==> config.mk <==
export PLATFORM = sky130hd
export DESIGN_NAME = tick_timer
export DESIGN_NICKNAME = d
export VERILOG_FILES = /design/src/rtl/tmr_pkg.sv /design/src/rtl/tmr_regif.sv /design/src/rtl/tmr_core.sv /design/src/rtl/tmr_snap.sv /design/src/rtl/tick_timer.sv
export SDC_FILE = /design/constraint.sdc
export NUM_CORES = 1
export LEC_CHECK = 0
export ABC_AREA = 1
export CORE_MARGIN = 2
export CORE_UTILIZATION = 40
export CTS_CLUSTER_SIZE = 20
export DETAILED_ROUTE_END_ITERATION = 6
export HOLD_SLACK_MARGIN = 0.12
export RECOVER_POWER = 50
export SETUP_SLACK_MARGIN = 0.02
export SLEW_MARGIN = 30
export SYNTH_ARGS = -nofsm -noshare
export SYNTH_HDL_FRONTEND = slang
export SYNTH_SLANG_ARGS = --single-unit
==> constraint.sdc <==
create_clock -name clk -period 3.5 [get_ports clk]
set_clock_uncertainty 0.2 [all_clocks]
set_input_delay 0.7 -clock clk [delete_from_list [all_inputs] [get_ports clk]]
set_output_delay 0.7 -clock clk [all_outputs]
set_load 0.01 [all_outputs]
==> src/rtl/tmr_pkg.sv <==
`timescale 1ns/1ps
package tmr_pkg;

  parameter int unsigned TMR_BYTE_W = 8;
  localparam int unsigned TMR_NBYTES = 2;
  localparam int unsigned TMR_CNT_W  = TMR_NBYTES * TMR_BYTE_W;
  localparam int unsigned TMR_ADDR_W = 2;

  localparam logic [TMR_ADDR_W-1:0] PORT_DATA = 2'd0;
  localparam logic [TMR_ADDR_W-1:0] PORT_CTRL = 2'd3;

  typedef logic [TMR_BYTE_W-1:0] byte_t;
  typedef logic [TMR_CNT_W-1:0]  cnt_t;

  typedef enum logic [2:0] {
    MODE_TC     = 3'd0,
    MODE_RATE   = 3'd2,
    MODE_STROBE = 3'd4
  } tmr_mode_e;

  // control byte fields: [7:6] channel, [5:4] access, [3:1] mode, [0] bcd
  function automatic logic mode_ok(input logic [2:0] m);
    return (m == 3'd0) || (m == 3'd2) || (m == 3'd4);
  endfunction

  function automatic logic ctl_is_prog(input byte_t w);
    return (w[7:6] == 2'b00) && (w[5:4] == 2'b11) && !w[0] && mode_ok(w[3:1]);
  endfunction

  function automatic logic ctl_is_latch(input byte_t w);
    return (w[7:6] == 2'b00) && (w[5:4] == 2'b00);
  endfunction

  function automatic tmr_mode_e ctl_mode(input byte_t w);
    return tmr_mode_e'(w[3:1]);
  endfunction

  function automatic cnt_t cnt_dec(input cnt_t c);
    return c - cnt_t'(1);
  endfunction

  function automatic logic cnt_is_one(input cnt_t c);
    return c == cnt_t'(1);
  endfunction

  // rate mode: a count of one reloads, anything else steps down
  function automatic cnt_t rate_next(input cnt_t c, input cnt_t rld);
    return cnt_is_one(c) ? rld : cnt_dec(c);
  endfunction

endpackage

==> src/rtl/tmr_regif.sv <==
`timescale 1ns/1ps
module tmr_regif
  import tmr_pkg::*;
(
  input  logic                  clk,
  input  logic                  rst_n,
  input  logic                  bus_wr,
  input  logic                  bus_rd,
  input  logic [TMR_ADDR_W-1:0] bus_addr,
  input  byte_t                 bus_wdata,
  input  logic                  latched_q,
  output logic                  prog_evt,
  output tmr_mode_e             prog_mode,
  output logic                  latch_evt,
  output logic                  load_evt,
  output cnt_t                  load_val,
  output logic                  data_rd_evt,
  output tmr_mode_e             mode_q,
  output logic                  byte_hi_q
);

  byte_t lo_q;
  logic  wr_ctl, wr_dat;

  assign wr_ctl      = bus_wr && (bus_addr == PORT_CTRL);
  assign wr_dat      = bus_wr && (bus_addr == PORT_DATA);
  assign data_rd_evt = bus_rd && !bus_wr && (bus_addr == PORT_DATA);

  assign prog_evt  = wr_ctl && ctl_is_prog(bus_wdata);
  assign prog_mode = ctl_mode(bus_wdata);
  assign latch_evt = wr_ctl && ctl_is_latch(bus_wdata) && !latched_q;
  assign load_evt  = wr_dat && byte_hi_q;
  assign load_val  = {bus_wdata, lo_q};

  always_ff @(posedge clk) begin
    if (!rst_n) begin
      mode_q    <= MODE_TC;
      byte_hi_q <= 1'b0;
      lo_q      <= '0;
    end else if (prog_evt) begin
      mode_q    <= prog_mode;
      byte_hi_q <= 1'b0;
    end else if (latch_evt) begin
      byte_hi_q <= 1'b0;
    end else if (wr_dat) begin
      if (!byte_hi_q) lo_q <= bus_wdata;
      byte_hi_q <= !byte_hi_q;
    end else if (data_rd_evt) begin
      byte_hi_q <= !byte_hi_q;
    end
  end

endmodule

==> src/rtl/tmr_core.sv <==
`timescale 1ns/1ps
module tmr_core
  import tmr_pkg::*;
(
  input  logic      clk,
  input  logic      rst_n,
  input  logic      prog_evt,
  input  tmr_mode_e prog_mode,
  input  logic      load_evt,
  input  cnt_t      load_val,
  input  tmr_mode_e mode_q,
  output cnt_t      count_q,
  output logic      run_q,
  output logic      tmr_out,
  output logic      reload_evt
);

  cnt_t reload_q, cnt_d, rld_d;
  logic run_d, out_d, at_one;

  assign at_one     = cnt_is_one(count_q);
  assign reload_evt = run_q && (mode_q == MODE_RATE) && at_one;

  always_comb begin
    cnt_d = count_q;
    rld_d = reload_q;
    run_d = run_q;
    out_d = tmr_out;
    if (prog_evt) begin
      run_d = 1'b0;
      out_d = (prog_mode != MODE_TC);
    end else if (load_evt) begin
      rld_d = load_val;
      run_d = 1'b1;
      case (mode_q)
        MODE_RATE: begin
          cnt_d = (!run_q || at_one) ? load_val : cnt_dec(count_q);
          out_d = !cnt_is_one(cnt_d);
        end
        MODE_STROBE: begin
          cnt_d = load_val;
          out_d = 1'b1;
        end
        default: begin
          cnt_d = load_val;
          out_d = 1'b0;
        end
      endcase
    end else if (run_q) begin
      case (mode_q)
        MODE_RATE: begin
          cnt_d = rate_next(count_q, reload_q);
          out_d = !cnt_is_one(cnt_d);
        end
        MODE_STROBE: begin
          cnt_d = cnt_dec(count_q);
          out_d = !at_one;
          if (at_one) run_d = 1'b0;
        end
        default: begin
          cnt_d = cnt_dec(count_q);
          if (at_one) begin
            run_d = 1'b0;
            out_d = 1'b1;
          end
        end
      endcase
    end else if (mode_q == MODE_STROBE) begin
      out_d = 1'b1;
    end
  end

  always_ff @(posedge clk) begin
    if (!rst_n) begin
      count_q  <= '0;
      reload_q <= '0;
      run_q    <= 1'b0;
      tmr_out  <= 1'b0;
    end else begin
      count_q  <= cnt_d;
      reload_q <= rld_d;
      run_q    <= run_d;
      tmr_out  <= out_d;
    end
  end

endmodule

==> src/rtl/tmr_snap.sv <==
`timescale 1ns/1ps
module tmr_snap
  import tmr_pkg::*;
(
  input  logic                  clk,
  input  logic                  rst_n,
  input  logic                  prog_evt,
  input  logic                  latch_evt,
  input  logic                  data_rd_evt,
  input  logic                  byte_hi_q,
  input  logic [TMR_ADDR_W-1:0] bus_addr,
  input  cnt_t                  count_q,
  output logic                  latched_q,
  output cnt_t                  snap_q,
  output byte_t                 bus_rdata
);

  cnt_t  view;
  byte_t lanes [TMR_NBYTES];

  assign view = latched_q ? snap_q : count_q;

  for (genvar b = 0; b < TMR_NBYTES; b++) begin : g_lane
    assign lanes[b] = view[b*TMR_BYTE_W +: TMR_BYTE_W];
  end

  assign bus_rdata = (bus_addr == PORT_DATA) ? lanes[byte_hi_q] : '0;

  always_ff @(posedge clk) begin
    if (!rst_n) begin
      latched_q <= 1'b0;
      snap_q    <= '0;
    end else if (prog_evt) begin
      latched_q <= 1'b0;
    end else if (latch_evt) begin
      latched_q <= 1'b1;
      snap_q    <= count_q;
    end else if (data_rd_evt && byte_hi_q) begin
      latched_q <= 1'b0;
    end
  end

endmodule

==> src/rtl/tick_timer.sv <==
`timescale 1ns/1ps
module tick_timer
  import tmr_pkg::*;
(
  input  logic                  clk,
  input  logic                  rst_n,
  input  logic                  bus_wr,
  input  logic                  bus_rd,
  input  logic [TMR_ADDR_W-1:0] bus_addr,
  input  logic [TMR_BYTE_W-1:0] bus_wdata,
  output logic [TMR_BYTE_W-1:0] bus_rdata,
  output logic                  tmr_out
);

  logic      prog_evt, latch_evt, load_evt, data_rd_evt;
  logic      byte_hi_q, latched_q, run_q, reload_evt;
  tmr_mode_e prog_mode, mode_q;
  cnt_t      load_val, count_q, snap_q;

  tmr_regif u_regif (
    .clk        (clk),
    .rst_n      (rst_n),
    .bus_wr     (bus_wr),
    .bus_rd     (bus_rd),
    .bus_addr   (bus_addr),
    .bus_wdata  (bus_wdata),
    .latched_q  (latched_q),
    .prog_evt   (prog_evt),
    .prog_mode  (prog_mode),
    .latch_evt  (latch_evt),
    .load_evt   (load_evt),
    .load_val   (load_val),
    .data_rd_evt(data_rd_evt),
    .mode_q     (mode_q),
    .byte_hi_q  (byte_hi_q)
  );

  tmr_core u_core (
    .clk       (clk),
    .rst_n     (rst_n),
    .prog_evt  (prog_evt),
    .prog_mode (prog_mode),
    .load_evt  (load_evt),
    .load_val  (load_val),
    .mode_q    (mode_q),
    .count_q   (count_q),
    .run_q     (run_q),
    .tmr_out   (tmr_out),
    .reload_evt(reload_evt)
  );

  tmr_snap u_snap (
    .clk        (clk),
    .rst_n      (rst_n),
    .prog_evt   (prog_evt),
    .latch_evt  (latch_evt),
    .data_rd_evt(data_rd_evt),
    .byte_hi_q  (byte_hi_q),
    .bus_addr   (bus_addr),
    .count_q    (count_q),
    .latched_q  (latched_q),
    .snap_q     (snap_q),
    .bus_rdata  (bus_rdata)
  );

endmodule

==> run_results.csv <==
group,metric,value,unit
outcome,status,"complete, no violations",
clock_network,clkTransAtPathRegs,0.07,ns
worst_setup_path,ff2ff_setup_slack,0.77,ns
yosys,ys_seq_area_share,31.5,%
grt,track_usage,23.6,%
worst_setup_path,critPathMaxFanout,30,
clock_network,cts_setup_buffers,0,
timing,setup_viol,0,
worst_setup_path,crit_type,"register to primary output",
grt,overflow,0,
finish,nets,662,
worst_setup_path,cp_data_required_time,2.60,ns
grt,antenna_found_initial,0,
yosys,netlist_area,4000,um2
drt,wl_per_cell,15.8,um
place,routabilityCongestion,0.880,
worst_setup_path,rr_worst_depth,16,
finish,num-fill-cells,1047,
drt,drt-total-wl,12400,um
pwr,vdd_drop_max,0.159,mV
yosys,synth.distinct_cells,37,
run,max_cap_viol_count,0,
timing,timing.final.crit_share,93.0,%
timing,drv_slew,0,
yosys,ys_warn_count,0,
place,dp_hpwl,9090,um
yosys,netlist_top_cells_area,"dfxtp_1, nand2_1, o21ai_0",
worst_setup_path,cp-end-kind,"primary output",
drt,postRouteAntennaNets,0,
timing,finalHoldViolCount,0,
timing,finalCriticalPeriod,3.25,ns
worst_hold_path,hold_path_class,"register to register",
grt,first_global_vias,3925,
floorplanning,io_pins,23,
floorplanning,coreArea,9730,um2
pwr,p_leak,1.89,nW
yosys,avgSynthCellArea,6.29,um2
place,io_buffers,22,
drt,drt_iter0_drc,267,
clock_network,tritoncts,"done",
drt,drc,0,
yosys,synthesis.instances,636,
yosys,synth_seq_cells,63,
clock_network,clk_path_buf_depth,2,
finish,drive_above_1_share,6.76,%
timing,max_freq,0.307,GHz
grt,grt_first_pass_wirelength,20400,um
grt,grt_max_degree,36,
floorplanning,die_width,104,um
timing,slew_headroom,51.1,%
worst_setup_path,start_kind,"register",
yosys,synth_top_cell_area_share,31.5,%
clock_network,cts_made_buffers,9,
floorplanning,start_util,41.1,%
clock_network,postCtsHoldBufs,0,
place,post-place-ws,0.454,ns
timing,fin_ws,0.245,ns
floorplanning,die-height,104,um
clock_network,cts_resized,0,
clock_network,numClockSinks,63,
drt,num_vias,4322,
yosys,synth-main-ff-cell,"dfxtp_1",
drt,avgViaCountPerCell,5.51,
finish,finalInstanceArea,4510,um2
worst_hold_path,whs_path_depth,2,
clock_network,clock_latency,0.35,ns
yosys,syn-num-nets,652,
yosys,synth_edf_count,0,
finish,diodes,0,
pwr,power_density,410,nW/um2
finish,layout_commonest_cell,"nand2_1",
timing,rsz0062_at_grt,"no",
place,placed_area,4320,um2
clock_network,clock-root-buffer,"clkbuf_8",
finish,mostFrequentLayoutCells,"nand2_1, o21ai_0, a21oi_1, inv_1, dfxtp_1",
finish,syn_to_final_growth,12.7,%
floorplanning,fp-row-count,36,
timing,hold_ws,0.249,ns
timing,finalSetupTns,0,ns
clock_network,htree_levels,3,
timing,worst_pin_slew,0.734,ns
yosys,async_flop_share,0,%
yosys,synth_largest_area_cell,"dfxtp_1",
finish,utilization,46.3,%
worst_setup_path,crit_arrival,2.35,ns
drt,first_pass_iters,5,
floorplanning,die_area,10800,um2
## kinds of logic (layout without fill, tap and decap cells)
logic type                 Yosys count  count (layout)  share of synthesized area [%]
AOI/OAI and AO/OA                  223             223                           29.9
adders and majority gates            2               2                          0.625
buffers and inverters              108             123                           11.0
DFF                                 63              63                           31.5
and+or+nand+nor                    240             240                           27.0
## path summary, 6_finish.rpt
check | from | to
worst min-delay path | u_core.reload_q[3]$_SDFFE_PN0P_ | u_core.reload_q[3]$_SDFFE_PN0P_
worst min register to register | u_core.reload_q[3]$_SDFFE_PN0P_ | u_core.reload_q[3]$_SDFFE_PN0P_
worst max-delay path | u_snap.latched_q$_SDFFE_PP0P_ | bus_rdata[2]
worst max register to register | u_core.count_q[0]$_SDFFE_PN0P_ | u_core.tmr_out$_SDFFE_PN0P_
## metrics by stage
stage / total power [mW] / instances
2_1_floorplan: 1.06 / 636
3_3_place_gp: 1.17 / 768
3_5_place_dp: 1.17 / 768
4_1_cts: 1.86 / 784
5_1_grt: 1.95 / 784
6_report: 1.85 / 784
## final cells by class
class | instances | area [um2] | area share, %
clock inverter | 3 | 40.0 | 0.888
tap | 133 | 166 | 3.69
inverter | 73 | 274 | 6.08
sequential | 63 | 1260 | 28.0
clock buffer | 13 | 169 | 3.75
multi-input combinational | 465 | 2300 | 51.0
timing repair buffer | 34 | 300 | 6.66
## synth_stat cells (4+ instances only)
cell type,n
nor2_1,43
a31oi_1,5
nand2_1,134
inv_1,67
clkbuf_1,26
a21oi_1,87
nand3_1,36
nor2_2,5
nand4_1,5
o21ai_1,10
o21ai_0,95
a211oi_1,4
dfxtp_1,63
o211ai_1,14
buf_6,4
nor3_1,4
## sequential cells by signal, summed over array words and instances (netlist names)
register and cells:
u_regif.byte_hi_q 1, u_snap.snap_q 16, u_core.tmr_out 1, u_snap.latched_q 1
u_core.reload_q 16, u_regif.mode_q 3, u_core.run_q 1, u_regif.lo_q 8
u_core.count_q 16
## critical path, stage by stage (launching register included)
cell	delay, ns
dfxtp_1	0.36
inv_1	0.55
o21ai_0	0.34
a21oi_1	0.21
clkdlybuf4s50_1	0.55
## metal layers
metal	part of all wire, %	global-route usage (%)	wire length (um)	up-vias
met2	44	37.0	5510	133
met3	4.7	3.51	578	22
met1	48	32.7	5940	2002
met4	3.0	9.07	377	0
li1	-	-	-	2165
met5	0	0	0	-
## power by group
group | internal [mW] | switching [mW]
clock | 0.386 | 0.301
sequential | 0.734 | 0.0184
combinational | 0.141 | 0.270
total | 1.26 | 0.589
Power figures use the tool's default switching activity.
